<file path="config.mk">
export PLATFORM = sky130hd
export DESIGN_NAME = pwr_fail_monitor
export DESIGN_NICKNAME = d
export VERILOG_FILES = /design/src/rtl/pfm_pkg.sv /design/src/rtl/pfm_pg_mon.sv /design/src/rtl/pfm_smi_tmr.sv /design/src/rtl/pfm_wid_chk.sv /design/src/rtl/pfm_regs.sv /design/src/rtl/pwr_fail_monitor.sv
export SDC_FILE = /design/constraint.sdc
export NUM_CORES = 1
export LEC_CHECK = 0
export ABC_CLOCK_PERIOD_IN_PS = 2000
export BUFFER_PORTS_ARGS = -buffer_cell sky130_fd_sc_hd__buf_2
export CAP_MARGIN = 20
export CORE_MARGIN = 8
export CORE_UTILIZATION = 58
export CTS_BUF_LIST = sky130_fd_sc_hd__clkbuf_4
export CTS_CLUSTER_DIAMETER = 150
export DETAILED_ROUTE_END_ITERATION = 12
export GPL_ROUTABILITY_DRIVEN = 0
export PLACE_DENSITY = 0.82
export SLEW_MARGIN = 15
export SYNTH_ARGS = -nofsm -noshare
export SYNTH_HDL_FRONTEND = slang
export SYNTH_HIERARCHICAL = 1
export SYNTH_SLANG_ARGS = --single-unit
</file>
<file path="constraint.sdc">
create_clock -name clk -period 2 [get_ports clk]
set_input_delay 0.2 -clock clk [delete_from_list [all_inputs] [get_ports clk]]
set_output_delay 0.2 -clock clk [all_outputs]
set_load 0.02 [all_outputs]
</file>
<file path="src/rtl/pfm_pkg.sv">
package pfm_pkg;
  localparam int REG_W = 16;

  localparam logic [2:0] PS_S0 = 3'd0;
  localparam logic [2:0] PS_S1 = 3'd1;
  localparam logic [2:0] PS_S3 = 3'd3;
  localparam logic [2:0] PS_S4 = 3'd4;
  localparam logic [2:0] PS_S5 = 3'd5;
  localparam logic [2:0] PS_G3 = 3'd7;

  localparam int F_RATE    = 0;
  localparam int F_PIN_DIS = 2;
  localparam int F_STRETCH = 3;
  localparam int F_MINW    = 4;
  localparam int F_PWR     = 8;
  localparam int F_VRM     = 9;
  localparam int F_VIOL    = 10;

  localparam logic [REG_W-1:0] RSV_MASK = 16'hF8C0;

  typedef struct packed {
    logic [1:0] minw;
    logic       stretch;
    logic       pin_dis;
    logic [1:0] rate;
  } cfg_t;
endpackage

</file>
<file path="src/rtl/pfm_pg_mon.sv">
module pfm_pg_mon
  import pfm_pkg::*;
(
  input  logic       clk,
  input  logic       rtc_rst,
  input  logic [2:0] pwr_state,
  input  logic       core_pg,
  input  logic       vrm_pg,
  output logic       pwr_set,
  output logic       vrm_set,
  output logic       in_g3
);
  logic core_q;
  logic vrm_q;
  logic working;

  always_ff @(posedge clk) begin
    if (rtc_rst) begin
      core_q <= 1'b0;
      vrm_q  <= 1'b0;
    end else begin
      core_q <= core_pg;
      vrm_q  <= vrm_pg;
    end
  end

  always_comb begin
    working = (pwr_state == PS_S0) || (pwr_state == PS_S1);
    pwr_set = working && core_q && !core_pg;
    vrm_set = working && vrm_q && !vrm_pg;
    in_g3   = (pwr_state == PS_G3);
  end
endmodule

</file>
<file path="src/rtl/pfm_smi_tmr.sv">
module pfm_smi_tmr #(
  parameter int unsigned SMI_P0 = 49,
  parameter int unsigned SMI_P1 = 524,
  parameter int unsigned SMI_P2 = 1049,
  parameter int unsigned SMI_P3 = 2097
) (
  input  logic       clk,
  input  logic       rtc_rst,
  input  logic [1:0] rate,
  output logic       smi_tick
);
  localparam int unsigned PM01 = (SMI_P0 > SMI_P1) ? SMI_P0 : SMI_P1;
  localparam int unsigned PM23 = (SMI_P2 > SMI_P3) ? SMI_P2 : SMI_P3;
  localparam int unsigned PMAX = (PM01 > PM23) ? PM01 : PM23;
  localparam int CW = (PMAX > 2) ? $clog2(PMAX) : 1;

  logic [CW-1:0] cnt;
  logic [CW-1:0] reload;

  always_comb begin
    case (rate)
      2'd0:    reload = CW'(SMI_P0 - 1);
      2'd1:    reload = CW'(SMI_P1 - 1);
      2'd2:    reload = CW'(SMI_P2 - 1);
      default: reload = CW'(SMI_P3 - 1);
    endcase
  end

  always_ff @(posedge clk) begin
    if (rtc_rst) begin
      cnt      <= CW'(SMI_P0 - 1);
      smi_tick <= 1'b0;
    end else if (cnt == '0) begin
      cnt      <= reload;
      smi_tick <= 1'b1;
    end else begin
      cnt      <= cnt - 1'b1;
      smi_tick <= 1'b0;
    end
  end

  AST_TICK_ONE_CYCLE: assert property (@(posedge clk) disable iff (rtc_rst)
    smi_tick |=> !smi_tick);
endmodule

</file>
<file path="src/rtl/pfm_wid_chk.sv">
module pfm_wid_chk
  import pfm_pkg::*;
#(
  parameter int unsigned MINW_BASE = 32768
) (
  input  logic       clk,
  input  logic       rtc_rst,
  input  logic       rsm_rst,
  input  logic [2:0] pwr_state,
  input  logic       slp_deep,
  input  logic [1:0] minw,
  output logic       viol_set
);
  localparam int LW = $clog2(4 * MINW_BASE + 1);

  logic          slp_q;
  logic          rsm_q;
  logic          run;
  logic [LW-1:0] cnt;
  logic [LW-1:0] lim_m1;
  logic          deep_entry;
  logic          start;

  always_ff @(posedge clk) begin
    if (rtc_rst) begin
      slp_q <= 1'b0;
      rsm_q <= 1'b0;
    end else begin
      slp_q <= slp_deep;
      rsm_q <= rsm_rst;
    end
  end

  always_comb begin
    lim_m1     = LW'((32'(minw) + 32'd1) * 32'(MINW_BASE) - 32'd1);
    deep_entry = (pwr_state == PS_S4) || (pwr_state == PS_S5);
    start      = (slp_deep && !slp_q && deep_entry) || (rsm_q && !rsm_rst);
    viol_set   = run && !slp_deep;
  end

  always_ff @(posedge clk) begin
    if (rtc_rst || rsm_rst) begin
      run <= 1'b0;
      cnt <= '0;
    end else if (start) begin
      run <= 1'b1;
      cnt <= '0;
    end else if (run) begin
      if (!slp_deep || cnt == lim_m1) begin
        run <= 1'b0;
      end else begin
        cnt <= cnt + 1'b1;
      end
    end
  end

  AST_START_ARMS: assert property (@(posedge clk) disable iff (rtc_rst)
    (start && !rsm_rst) |=> run);
  AST_WIDTH_MET: assert property (@(posedge clk) disable iff (rtc_rst)
    (run && slp_deep && cnt == lim_m1 && !start && !rsm_rst) |=> !run);
endmodule

</file>
<file path="src/rtl/pfm_regs.sv">
module pfm_regs
  import pfm_pkg::*;
(
  input  logic             clk,
  input  logic             rtc_rst,
  input  logic             rsm_rst,
  input  logic             wr_en,
  input  logic [REG_W-1:0] wr_data,
  input  logic             pwr_set,
  input  logic             in_g3,
  input  logic             vrm_set,
  input  logic             viol_set,
  output cfg_t             cfg,
  output logic [REG_W-1:0] rd_data
);
  logic             pwr_flr;
  logic             vrm_flr;
  logic             viol;
  logic [REG_W-1:0] rd_n;
  logic             unused_rsv;

  assign unused_rsv = ^(wr_data & RSV_MASK);

  always_ff @(posedge clk) begin
    if (rtc_rst) begin
      cfg <= '0;
    end else if (wr_en) begin
      cfg.rate    <= wr_data[F_RATE +: 2];
      cfg.pin_dis <= wr_data[F_PIN_DIS];
      cfg.stretch <= wr_data[F_STRETCH];
      cfg.minw    <= wr_data[F_MINW +: 2];
    end
  end

  always_ff @(posedge clk) begin
    if (rtc_rst)                      pwr_flr <= 1'b0;
    else if (pwr_set)                 pwr_flr <= 1'b1;
    else if (in_g3)                   pwr_flr <= 1'b0;
    else if (wr_en && wr_data[F_PWR]) pwr_flr <= 1'b0;
  end

  always_ff @(posedge clk) begin
    if (rtc_rst)                       vrm_flr <= 1'b0;
    else if (vrm_set)                  vrm_flr <= 1'b1;
    else if (wr_en && !wr_data[F_VRM]) vrm_flr <= 1'b0;
  end

  always_ff @(posedge clk) begin
    if (rtc_rst || rsm_rst)            viol <= 1'b0;
    else if (viol_set)                 viol <= 1'b1;
    else if (wr_en && wr_data[F_VIOL]) viol <= 1'b0;
  end

  always_comb begin
    rd_n                 = '0;
    rd_n[F_RATE +: 2]    = cfg.rate;
    rd_n[F_PIN_DIS]      = cfg.pin_dis;
    rd_n[F_STRETCH]      = cfg.stretch;
    rd_n[F_MINW +: 2]    = cfg.minw;
    rd_n[F_PWR]          = pwr_flr;
    rd_n[F_VRM]          = vrm_flr;
    rd_n[F_VIOL]         = viol;
  end

  always_ff @(posedge clk) begin
    if (rtc_rst) rd_data <= '0;
    else         rd_data <= rd_n;
  end

  AST_PWR_SETS: assert property (@(posedge clk) disable iff (rtc_rst)
    pwr_set |=> pwr_flr);
  AST_PWR_G3_CLEARS: assert property (@(posedge clk) disable iff (rtc_rst)
    in_g3 |=> !pwr_flr);
  AST_VRM_HOLDS: assert property (@(posedge clk) disable iff (rtc_rst)
    (vrm_flr && !(wr_en && !wr_data[F_VRM])) |=> vrm_flr);
  AST_CFG_SURVIVES_RSM: assert property (@(posedge clk) disable iff (rtc_rst)
    (rsm_rst && !wr_en) |=> $stable(cfg));
  AST_VIOL_RSM_CLEARS: assert property (@(posedge clk) disable iff (rtc_rst)
    rsm_rst |=> !viol);
  AST_RSV_ZERO: assert property (@(posedge clk) disable iff (rtc_rst)
    (rd_data & RSV_MASK) == '0);
endmodule

</file>
<file path="src/rtl/pwr_fail_monitor.sv">
module pwr_fail_monitor
  import pfm_pkg::*;
#(
  parameter int unsigned SMI_P0    = 49,
  parameter int unsigned SMI_P1    = 524,
  parameter int unsigned SMI_P2    = 1049,
  parameter int unsigned SMI_P3    = 2097,
  parameter int unsigned MINW_BASE = 32768
) (
  input  logic        clk,
  input  logic        rtc_rst,
  input  logic        rsm_rst,
  input  logic [2:0]  pwr_state,
  input  logic        core_pg,
  input  logic        vrm_pg,
  input  logic        slp_deep,
  input  logic        wr_en,
  input  logic [15:0] wr_data,
  output logic [15:0] rd_data,
  output logic        smi_tick,
  output logic        pin_out,
  output logic        pin_oe
);
  cfg_t cfg;
  logic pwr_set;
  logic vrm_set;
  logic in_g3;
  logic viol_set;

  pfm_pg_mon u_pg_mon (
    .clk       (clk),
    .rtc_rst   (rtc_rst),
    .pwr_state (pwr_state),
    .core_pg   (core_pg),
    .vrm_pg    (vrm_pg),
    .pwr_set   (pwr_set),
    .vrm_set   (vrm_set),
    .in_g3     (in_g3)
  );

  pfm_wid_chk #(.MINW_BASE(MINW_BASE)) u_wid_chk (
    .clk       (clk),
    .rtc_rst   (rtc_rst),
    .rsm_rst   (rsm_rst),
    .pwr_state (pwr_state),
    .slp_deep  (slp_deep),
    .minw      (cfg.minw),
    .viol_set  (viol_set)
  );

  pfm_smi_tmr #(
    .SMI_P0 (SMI_P0),
    .SMI_P1 (SMI_P1),
    .SMI_P2 (SMI_P2),
    .SMI_P3 (SMI_P3)
  ) u_smi_tmr (
    .clk      (clk),
    .rtc_rst  (rtc_rst),
    .rate     (cfg.rate),
    .smi_tick (smi_tick)
  );

  pfm_regs u_regs (
    .clk      (clk),
    .rtc_rst  (rtc_rst),
    .rsm_rst  (rsm_rst),
    .wr_en    (wr_en),
    .wr_data  (wr_data),
    .pwr_set  (pwr_set),
    .in_g3    (in_g3),
    .vrm_set  (vrm_set),
    .viol_set (viol_set),
    .cfg      (cfg),
    .rd_data  (rd_data)
  );

  always_ff @(posedge clk) begin
    if (rtc_rst) begin
      pin_out <= 1'b0;
      pin_oe  <= 1'b1;
    end else begin
      pin_out <= slp_deep && !cfg.pin_dis;
      pin_oe  <= !cfg.pin_dis;
    end
  end

  AST_PIN_RELEASED: assert property (@(posedge clk) disable iff (rtc_rst)
    cfg.pin_dis |=> (!pin_oe && !pin_out));
endmodule

</file>
==> impl_metrics.yaml <==
clock_tree:
  clock_latency_ps: 380
  cts.sink_count: 56
  htree_levels: 2
  path_clk_slew_ps: 160
  cts-root-buf: "clkbuf_4"
  cts_max_path_buffers: 2
  cts_buffers: 5
  hold_buffers: 0
  cts_setup_buffers: 0
  cts_resized: 0
  cts_tree: "built"
worst_setup_path:
  critPathMaxFanout: 6
  required_ps: 2300
  critPathLaunchType: "register"
  crit_type: "reg -> reg"
  crit_arrival_ps: 2130
  cpPeakStageDelay_ps: 540
  crit_chain: "and4_1, nand3_1, or4_1, a21oi_1"
  cp-end-kind: "register"
  crit_slowest_cell: "or4_1"
yosys:
  synth_area_leaders: "dfxtp_1 42%, mux2i_1 5.6%, ha_1 3.3%"
  avgSynthCellArea_um2: 9.466
  synth_cells: 281
  synth_edf_count: 0
  synth_cell_types: 54
  synth_top_cell_by_area: "dfxtp_1"
  synth_seq_cells: 56
  synth_async_sr_flop_share: 0
  synth-main-ff-cell: "dfxtp_1"
  yosysSeqAreaShare: 0.4214
  yosysTopAreaCellShare: 0.4214
  ys.warnings.count: 6
  syn-cell-area_um2: 2660
power_and_ir_drop:
  ir_drop_mv: 0.4118
  power_density_nw_per_um2: 692.4
  power_mw: 1.986
  leakage_nw: 1.144
place:
  port_buffers: 30
  dp_hpwl_mm: 3.647
  post-place-ws_ps: 216.0
drt:
  viasPerCell: 5.778
  vias: 2109
  wire_per_inst_um: 13.79
  wl_mm: 5.033
  drtIter0Drc: 187
  first_pass_iters: 5
  ant_nets: 0
  drcViolationCount: 0
run:
  max_cap_viol_count: 0
global_route:
  track_usage: 0.1432
  grt_pass1_vias: 1977
  grt_first_pass_wirelength_mm: 8.707
  grt_max_degree: 32
  antenna_found_initial: 0
  gr-total-overflow: 0
floorplan:
  core_um2: 4384
  rows: 24
  io_pins: 45
  die-area_um2: 7009
  initial_utilization: 0.6067
  die_y_um: 83.72
  die_x_um: 83.72
timing:
  maxSlewViolCount: 0
  fin_tns_setup_ps: 0
  rsz0062_at_grt: "false"
  fin_crit_sh: 0.9135
  final.min_clock_period_ps: 1827
  fin_skew_ps: 15.94
  finalSetupViolCount: 0
  max_freq_mhz: 547.3
  final-hold-violation-count: 0
  relSlewSlack: 0.6244
  setup_slack_ps: 173.0
  worst_pin_slew_ps: 555.8
final_layout:
  syn_to_final_growth_pct: 7.808
  fin_nets: 345
  diodes: 0
  final_layout_size_suffix_gt1_frac: 0.1981
  final_common_cell: "dfxtp_1"
  mostFrequentLayoutCells: "56 x dfxtp_1, 30 x buf_2, 22 x nor2_1, 20 x nand2_1"
status:
  status: "complete, no violations"
min_path:
  hold_path.class: "in -> reg"
registers in the layout, indices dropped and copies added, names as in the netlist:
name                cells
pin_oe                  1
pin_out                 1
u_pg_mon/core_q         1
u_pg_mon/vrm_q          1
u_regs/cfg              6
u_regs/pwr_flr          1
u_regs/rd_data          9
u_regs/viol             1
u_regs/vrm_flr          1
u_smi_tmr/cnt          12
u_smi_tmr/smi_tick      1
u_wid_chk/cnt          18
u_wid_chk/rsm_q         1
u_wid_chk/run           1
u_wid_chk/slp_q         1
critical path, delay by kind of cell, from the launching register on:
kind	cells	cell delay (ps)
simple gates	3	1120
flops	1	460
compound gates	1	170
final timing paths:
path	from	endpoint	slack, ps	cells past startpoint
worst max-delay path	u_wid_chk/cnt[3]	u_wid_chk/cnt[14]	170	4
worst min register to register	u_regs/cfg[2]	pin_oe	460	1
worst min-delay path	core_pg	u_pg_mon/core_q	40	2
worst max register to register	u_wid_chk/cnt[3]	u_wid_chk/cnt[14]	170	4
cell type report:
| cell class | count | area [um2] |
|---|---|---|
| flip-flops and latches | 56 | 1121 |
| well taps | 52 | 65.06 |
| repair buffers | 36 | 197.7 |
| multi-input cells | 205 | 1395 |
| inverters | 8 | 30.03 |
| clock inverters | 2 | 13.76 |
| fillers | 355 | 1516 |
| clock buffers | 6 | 45.04 |
layer usage:
layer	track usage	part of all wire	vias up
met3	0.04980	0.064	7
met2	0.2309	0.48	62
met1	0.1757	0.45	991
met5	0	0	-
met4	0.03768	0.0089	0
li1	-	-	1049
power breakdown:
part	internal, mW	switching, mW	leakage, nW
registers	1.16	0.0440	0.456
logic	0.128	0.148	0.652
clock network	0.155	0.349	0.0360
total	1.44	0.541	1.14
cell families after synthesis:
kind of cell,count (synthesis),share of synthesized area
simple gates,122,0.2733
flops,56,0.4215
compound gates,42,0.1068
buf+inv,26,0.06490
mux,17,0.06632
fa+ha+maj,7,0.03292
other cells,1,0.001410
xor+xnor,10,0.03292
cell usage after synthesis, types with 4 or more instances:
library cell,instances
o21ai_1,5
mux2i_1,15
nor3_1,6
nor2b_1,14
nand2_1,20
xor2_1,5
xnor2_1,5
ha_1,7
buf_4,9
buf_6,5
o21ai_0,5
a21oi_1,15
inv_1,8
and4_1,4
a2111o_1,5
nand2b_1,9
nand3_1,10
dfxtp_1,56
nor2_1,22
nand4_1,7
stage by stage:
stage / utilization / hold slack (ps) / instance area [um2] / cells
after floorplan: - / 269.7 / 2683 / 287
after global placement: 0.6384 / 422.7 / 2799 / 356
after detailed placement: 0.6384 / 434.9 / 2799 / 356
after CTS: 0.6518 / 7.657 / 2858 / 364
after global routing: 0.6541 / 26.36 / 2868 / 365
final: 0.6541 / 39.39 / 2868 / 365
Power figures use the tool's default switching activity.
